[src/rtl/opc_pkg.sv]
package opc_pkg;
    localparam int PORT_W  = 8;
    localparam int RST_BIT = 0;
    localparam int A20_BIT = 1;
    localparam int KBD_BIT = 4;
    localparam int AUX_BIT = 5;

    localparam logic [PORT_W-1:0] PORT_RESET_VAL = 8'hCF;
    localparam logic [PORT_W-1:0] MIRROR_MASK =
        PORT_W'((1 << KBD_BIT) | (1 << AUX_BIT));
    localparam logic [PORT_W-1:0] STORE_MASK = ~MIRROR_MASK;

    localparam logic [7:0] CMD_A20_ON   = 8'hDF;
    localparam logic [7:0] CMD_A20_OFF  = 8'hDD;
    localparam logic [3:0] CMD_PULSE_HI = 4'hF;

    typedef enum logic [1:0] {
        ACT_NONE,
        ACT_A20_ON,
        ACT_A20_OFF,
        ACT_PULSE
    } opc_act_e;

    typedef struct packed {
        logic [PORT_W-1:0] port;
    } opc_state_t;
endpackage

[src/rtl/opc_cmd_decode.sv]
module opc_cmd_decode
    import opc_pkg::*;
(
    input  logic [7:0] cmd_byte,
    output opc_act_e   act
);
    always_comb begin
        act = ACT_NONE;
        if (cmd_byte[7:4] == CMD_PULSE_HI) begin
            // pulse family: bit 0 low means reset, high means no-op
            act = cmd_byte[0] ? ACT_NONE : ACT_PULSE;
        end else if (cmd_byte == CMD_A20_ON) begin
            act = ACT_A20_ON;
        end else if (cmd_byte == CMD_A20_OFF) begin
            act = ACT_A20_OFF;
        end
    end
endmodule

[src/rtl/opc_pulse_gen.sv]
module opc_pulse_gen #(
    parameter int PULSE_LEN = 4
) (
    input  logic clk,
    input  logic rst_n,
    input  logic trigger,
    output logic active
);
    localparam int CNT_W = $clog2(PULSE_LEN + 1);

    typedef struct packed {
        logic [CNT_W-1:0] cnt;
    } pulse_state_t;

    pulse_state_t st_d, st_q;

    always_comb begin
        st_d = st_q;
        if (trigger) begin
            st_d.cnt = CNT_W'(PULSE_LEN);
        end else if (st_q.cnt != '0) begin
            st_d.cnt = st_q.cnt - CNT_W'(1);
        end
    end

    always_ff @(posedge clk) begin
        if (!rst_n) begin
            st_q <= '0;
        end else begin
            st_q <= st_d;
        end
    end

    assign active = (st_q.cnt != '0);

    // a request reloads the full length, even mid-pulse
    a_r10_restart: assert property (@(posedge clk) disable iff (!rst_n)
        trigger |=> (st_q.cnt == CNT_W'(PULSE_LEN)) && active);

    // the pulse ends after its last counted cycle
    a_r4_pulse_end: assert property (@(posedge clk) disable iff (!rst_n)
        (st_q.cnt == CNT_W'(1)) && !trigger |=> !active);
endmodule

[src/rtl/opc_readback.sv]
module opc_readback
    import opc_pkg::*;
(
    input  logic [PORT_W-1:0] stored,
    input  logic              kbd_full,
    input  logic              aux_full,
    output logic [PORT_W-1:0] value
);
    for (genvar i = 0; i < PORT_W; i++) begin : g_bit
        if (i == KBD_BIT) begin : g_kbd
            assign value[i] = stored[i] | kbd_full;
        end else if (i == AUX_BIT) begin : g_aux
            assign value[i] = stored[i] | aux_full;
        end else begin : g_plain
            assign value[i] = stored[i];
        end
    end

    // mirror bits follow the flags only (storage never holds them)
    always_comb begin
        a_r9_mirror: assert ((value[KBD_BIT] == kbd_full) && (value[AUX_BIT] == aux_full));
    end
endmodule

[src/rtl/opc_outport.sv]
module opc_outport
    import opc_pkg::*;
#(
    parameter int PULSE_LEN = 4
) (
    input  logic              clk,
    input  logic              rst_n,
    input  logic              cmd_valid,
    input  logic [7:0]        cmd_byte,
    input  logic              port_wr_valid,
    input  logic [PORT_W-1:0] port_wr_data,
    input  logic              kbd_full,
    input  logic              aux_full,
    output logic [PORT_W-1:0] port_value,
    output logic              a20_out,
    output logic              sys_reset_req
);
    opc_state_t st_d, st_q;
    opc_act_e   act;
    logic       trigger;

    opc_cmd_decode u_decode (
        .cmd_byte (cmd_byte),
        .act      (act)
    );

    always_comb begin
        st_d    = st_q;
        trigger = 1'b0;
        if (port_wr_valid) begin
            // direct write has priority; a same-cycle command is dropped
            st_d.port = port_wr_data & STORE_MASK;
            trigger   = ~port_wr_data[RST_BIT];
        end else if (cmd_valid) begin
            unique case (act)
                ACT_A20_ON:  st_d.port[A20_BIT] = 1'b1;
                ACT_A20_OFF: st_d.port[A20_BIT] = 1'b0;
                ACT_PULSE:   trigger = 1'b1;
                default:     ;
            endcase
        end
    end

    always_ff @(posedge clk) begin
        if (!rst_n) begin
            st_q.port <= PORT_RESET_VAL;
        end else begin
            st_q <= st_d;
        end
    end

    opc_pulse_gen #(.PULSE_LEN(PULSE_LEN)) u_pulse (
        .clk     (clk),
        .rst_n   (rst_n),
        .trigger (trigger),
        .active  (sys_reset_req)
    );

    opc_readback u_readback (
        .stored   (st_q.port),
        .kbd_full (kbd_full),
        .aux_full (aux_full),
        .value    (port_value)
    );

    assign a20_out = st_q.port[A20_BIT];

    // gate line follows bit 1 of the written byte
    a_r3_a20_write: assert property (@(posedge clk) disable iff (!rst_n)
        port_wr_valid |=> a20_out == $past(port_wr_data[A20_BIT]));

    // written bit 0 low requests reset
    a_r4_write_reset: assert property (@(posedge clk) disable iff (!rst_n)
        port_wr_valid && !port_wr_data[RST_BIT] |=> sys_reset_req);

    // enable command raises the gate
    a_r5_a20_on: assert property (@(posedge clk) disable iff (!rst_n)
        cmd_valid && !port_wr_valid && (cmd_byte == CMD_A20_ON) |=> a20_out);

    // pulse command with bit 0 low resets and keeps the port
    a_r6_cmd_pulse: assert property (@(posedge clk) disable iff (!rst_n)
        cmd_valid && !port_wr_valid && (cmd_byte[7:4] == CMD_PULSE_HI) && !cmd_byte[0]
        |=> sys_reset_req && $stable(st_q.port));

    // pulse command with bit 0 high does nothing
    a_r7_cmd_noop: assert property (@(posedge clk) disable iff (!rst_n)
        cmd_valid && !port_wr_valid && (cmd_byte[7:4] == CMD_PULSE_HI) && cmd_byte[0]
        && !sys_reset_req |=> !sys_reset_req && $stable(st_q.port));

    // a same-cycle command is dropped in favour of the write
    a_r11_write_wins: assert property (@(posedge clk) disable iff (!rst_n)
        port_wr_valid && port_wr_data[RST_BIT] && cmd_valid && !sys_reset_req
        |=> !sys_reset_req);
endmodule

[config.mk]
export PLATFORM = sky130hd
export DESIGN_NAME = opc_outport
export DESIGN_NICKNAME = d
export VERILOG_FILES = /design/src/rtl/opc_pkg.sv /design/src/rtl/opc_cmd_decode.sv /design/src/rtl/opc_pulse_gen.sv /design/src/rtl/opc_readback.sv /design/src/rtl/opc_outport.sv
export SDC_FILE = /design/constraint.sdc
export NUM_CORES = 1
export LEC_CHECK = 0
export BUFFER_PORTS_ARGS = -buffer_cell sky130_fd_sc_hd__buf_2
export CELL_PAD_IN_SITES_DETAIL_PLACEMENT = 0
export CELL_PAD_IN_SITES_GLOBAL_PLACEMENT = 1
export CORE_MARGIN = 2
export CORE_UTILIZATION = 25
export CTS_CLUSTER_DIAMETER = 40
export CTS_CLUSTER_SIZE = 16
export DETAILED_ROUTE_END_ITERATION = 16
export PLACE_DENSITY = 0.74
export REMOVE_ABC_BUFFERS = 1
export SYNTH_ARGS = -nofsm -noshare
export SYNTH_HDL_FRONTEND = slang
export SYNTH_HIERARCHICAL = 1
export SYNTH_SLANG_ARGS = --single-unit
export TNS_END_PERCENT = 10
[constraint.sdc]
create_clock -name clk -period 1.29 [get_ports clk]
set_input_delay 0.129 -clock clk [delete_from_list [all_inputs] [get_ports clk]]
set_output_delay 0.129 -clock clk [all_outputs]
set_load 0.01 [all_outputs]
Word level (Yosys, flattened, before mapping)
Cells that the tools add are included.
Widths: inputs -> output; s select.
- $add $sub $neg: 1
- equality and inequality tests: 6
- multiplexer cells: 12
- bitwise operators: 2
- reductions and logical operators: 6
- operators by type and width (kind ; number):
    $eq 8x8->1 const B ; 2
    $mux 2 ; 4
    $mux 3 ; 2
    $reduce_bool 3->1 ; 2
    $mux 1 ; 5
    $eq 2x2->1 const B ; 2
    $eq 4x4->1 const B ; 1
    $reduce_bool 2->1 ; 2
    $sub 3x1->3 const B ; 1
    $eq 2x1->1 const B ; 1
    $not 1->1 ; 2
    $pmux 1 s2 ; 1
    $reduce_and 2->1 ; 1
    $reduce_or 2->1 ; 1
- bits in registers: 9
- output and inout bits: 10
- logic and storage cells: 31

Longest topological paths before layout
- depth after elaboration: 9
- gate-level depth with buffers: 7
- depth with buffers taken out: 7

Modules after synthesis
Netlist, hierarchy kept.
- modules (own cells, without submodules) (module ; times used ; cells each ; area each (µm²) ; sequential area each (µm²)):
    opc_outport ; 1 ; 27 ; 252.7 ; 120.1
    opc_pulse_gen ; 1 ; 18 ; 167.7 ; 60.1
    opc_readback ; 1 ; 8 ; 57.6 ; 0.0
    opc_cmd_decode ; 1 ; 7 ; 50.0 ; 0.0

Worst setup path after synthesis
Ideal clock, no wire load.
- path kind: flip-flop to flip-flop
- from: register u_pulse/st_q[0] (netlist name)
- to: register u_pulse/st_q[2] (netlist name)
- setup time: 0.115 ns
- arrival time: 1.238 ns
- required time: 1.175 ns
- slack: -0.063 ns
- stages on the path, launching flop included: 6
- path buffers: 0
- period minus slack after synthesis: 1.353 ns
- path through: dfxtp_1 > inv_1 > ha_1 > ha_1 > mux2_1 > o21a_1
- cells in the longest elaborated chain, start to end: 3
- RTL lines (item ; RTL line ; RTL):
    from (decl) ; opc_pulse_gen.sv:15 ; pulse_state_t st_d, st_q;
    from (signal assigned) ; opc_pulse_gen.sv:30 ; st_q <= st_d;
    $sub 3x1->3 ; opc_pulse_gen.sv:22 ; st_d.cnt = st_q.cnt - CNT_W'(1);
    $mux 3 ; opc_pulse_gen.sv:21 ; end else if (st_q.cnt != '0) begin
    $mux 3 ; opc_pulse_gen.sv:19 ; if (trigger) begin
Parallel ways exist; a longest one is shown, timed or not. The select of a mux whose other input is x is not followed.
A chain may end at the register's enable or synchronous reset.

Worst setup path in the final report
- from: register u_pulse/st_q[0] (netlist name)
- to: output sys_reset_req
- cells in the longest elaborated chain, start to end: 1
- RTL lines (item ; RTL line ; RTL):
    $reduce_bool 3->1 ; opc_pulse_gen.sv:34 ; assign active = (st_q.cnt != '0);
    to (decl) ; opc_outport.sv:16 ; output logic sys_reset_req
Every way passes these cells.

==> results.yml <==
placement:
  port_buffers: 29
  place_hpwl_microns: 861
  post-place-ws_ns: -0.0940
  gp_congestion: 0.561
  placed_cell_area_sq_um: 669
layout:
  diodes: 0
  nets: 119
  drive_above_1_share_pct: 52.7
  syn_to_final_growth_pct: 46.4
  finish.instance_area_sq_um: 773
  fillCellCount: 224
timing:
  drv_slew: 0
  post-route-min-period_ns: 1.33
  finalSetupViolations: 1
  layout_setup_ws_ns: -0.0355
  finalHoldViolCount: 0
  fmax_ghz: 0.754
  fin_crit_sh_pct: 103
  skew_ns: 0.000519
  rsz0062_at_grt: "true"
clock_tree:
  clockBufferDepth: 2
  cts_sinks: 9
  clkTransAtPathRegs_ns: 0.06
  htreeDepth: 1
  cts_tree: "done"
  postCtsHoldBufs: 0
  cts_buffers: 3
  clock_latency_ns: 0.26
  root_buffer: "clkbuf_4"
yosys:
  synth_area_sq_um: 528
  avgSynthCellArea_sq_um: 8.80
  yosysUniqueCellTypes: 23
  yosys_warnings: 6
  synthTopCellsByArea: "dfxtp_1 34%, buf_4 8.5%, mux2i_1 7.6%"
  async_reset_ff_share_pct: 0
  ys_ff_latch: 9
  synth-edff-count: 0
  synth.most_common_cell: "dfxtp_1"
  synth_cells: 60
  synth_top_cell_by_area: "dfxtp_1"
  synth-main-ff-cell: "dfxtp_1"
  yosysSeqAreaShare_pct: 34.1
  netlist_top_cells_count: "9 x dfxtp_1, 7 x nand2_1, 6 x buf_4, 6 x inv_1"
  synth_top_area_share_pct: 34.1
critical_path:
  critPathMaxFanout: 2
  critPathBufInv: 4
  cp_slowest_cell: "dfxtp_2"
  worstPathRequired_ns: 1.16
  path_class: "reg2out"
  worstPathCellList: "inv_2, ha_4, ha_4, buf_6, inv_4, buf_6"
  cp.arrival_ns: 1.20
  worst_setup_path_start_kind: "flip-flop"
  slowest_delay_ns: 0.33
  crit_path_end_kind: "primary output"
  crit_family: "flip-flops"
route:
  antenna_left: 0
  wirelength_mm: 1.11
  post-route-drc-count: 0
  drtIter0Drc: 7
  avgViaCountPerCell: 4.08
  drt-pass1-iter-count: 2
  wl_per_cell_microns: 9.27
  dr_total_vias: 490
global_route:
  antenna_found_initial: 0
  first_global_vias: 497
  grt_pass1_wl_mm: 1.95
  globalRouteMet2Util_pct: 20.7
  grtUsageMet1_pct: 9.04
  busiest_layer: "met2"
  grt-ovfl-total: 0
  grt_max_degree: 10
  use_met3_pct: 5.76
  track_usage_pct: 10.6
min_path:
  hp-class: "in2reg"
pwr:
  power.density_nw_per_um2: 1560
  ir_drop_mv: 0.768
  p_leak_nw: 0.362
run_status:
  status: "finished with violations"
  violations: "negative setup slack"
floorplan:
  dieArea_sq_um: 2500
  dieWidth_microns: 50.0
  die-height_microns: 50.0
  core-area_sq_um: 1980
  floorplan.initialDensity_pct: 26.6
  fp-row-count: 16
  io-pin-count: 32
job:
  cap_violations: 0
==> cell type report <==
type,count,area [sq um],share of cell area (%)
multi-input combinational,39,305,39.5
timing repair buffer,35,200,25.9
sequential,9,183,23.6
tap,27,33.8,4.37
clock buffer,4,26.3,3.40
inverter,6,25.0,3.24
==> routing by layer <==
layer  vias up  share of wire, %
li1        254                 -
met1       225                37
met2        11                56
met3         0               6.8
met4         0                 0
met5         -                 0
==> worst paths after layout <==
path	startpoint	to	slack, ns	cells after the start
max	u_pulse/st_q[0]	sys_reset_req	-0.04	6
max reg2reg	u_pulse/st_q[0]	u_pulse/st_q[1]	0.01	7
min reg2reg	st_q[7]	st_q[7]	0.47	2
min	port_wr_data[7]	st_q[7]	0.09	3
==> kinds of logic (layout without fill, tap and decap cells) <==
| family | Yosys count | count (layout) | share of synthesized area, % |
|---|---|---|---|
| adder cells (fa/ha/maj) | 3 | 3 | 7.11 |
| multiplexers | 5 | 5 | 9.72 |
| buffers and inverters | 13 | 45 | 14.9 |
| XOR/XNOR | 1 | 1 | 1.66 |
| flip-flops | 9 | 9 | 34.1 |
| AND/OR/NAND/NOR | 19 | 19 | 20.1 |
| other | 1 | 2 | 0.710 |
| AO/OA/AOI/OAI | 9 | 9 | 11.6 |
==> worst reg2reg max path, cell delays in order (launching register included) <==
cell and delay [ns]:
dfxtp_2 0.33, inv_2 0.04, ha_4 0.16, ha_4 0.16, buf_6 0.11, buf_4 0.13
nor2b_1 0.13, a211oi_2 0.14
==> cell usage in the layout (no fill, tap or decap) <==
| cell type | synthesis | layout |
|---|---|---|
| a21oi_1 | 4 | 4 |
| xor2_1 | 1 | 1 |
| dfxtp_2 | 0 | 2 |
| o21ai_0 | 2 | 2 |
| or2_1 | 2 | 2 |
| buf_2 | 0 | 28 |
| conb_1 | 1 | 2 |
| o21a_1 | 1 | 1 |
| inv_1 | 6 | 3 |
| ha_4 | 0 | 2 |
| nor2b_4 | 1 | 1 |
| nand4_1 | 1 | 1 |
| mux2i_1 | 4 | 4 |
| a211oi_2 | 0 | 1 |
| buf_6 | 1 | 2 |
| nand4b_1 | 1 | 1 |
| o311ai_2 | 1 | 1 |
| buf_4 | 6 | 5 |
| inv_2 | 0 | 2 |
| nand2b_1 | 3 | 3 |
| dfxtp_1 | 9 | 7 |
| nor2_1 | 1 | 1 |
| clkbuf_1 | 0 | 1 |
| nor2b_1 | 1 | 1 |
| inv_4 | 0 | 1 |
| nand2_1 | 7 | 7 |
| mux2_1 | 1 | 1 |
| nand3_1 | 2 | 2 |
| clkbuf_4 | 0 | 3 |
| ha_2 | 0 | 1 |
==> metrics by stage <==
stage | total power, W | hold WS, ns | util (%) | instances | setup TNS (ns)
6_report | 0.00121 | 0.0857 | 39.0 | 120 | -0.0355
5_1_grt | 0.00132 | 0.0746 | 39.0 | 120 | -0.214
4_1_cts | 0.00115 | 0.0738 | 38.3 | 119 | -0.0464
3_5_place_dp | 0.000699 | 0.349 | 33.8 | 112 | -0.206
3_3_place_gp | 0.000683 | 0.345 | 33.8 | 112 | -0.105
2_1_floorplan | 0.000557 | 0.191 | - | 54 | -0.0626
==> where the power goes <==
group          internal, W  total, W  leakage (nW)  switching, W
Combinational     0.000374  0.000632         0.271      0.000259
Clock             0.000119  0.000219        0.0150     0.0000999
Sequential        0.000329  0.000356        0.0753     0.0000275
Total             0.000822   0.00121         0.362      0.000386
==> flip-flops by register name (all words and copies together) (netlist names) <==
signal,count
u_pulse/st_q,3
st_q,6
==> timing repair <==
item | in CTS | in global routing
resized for setup | 12 | 2
endpoints found under the setup margin | 3 | 3
setup buffers | 3 | 1
pin swaps | 2 | 2
(Power assumes the default switching activity.)
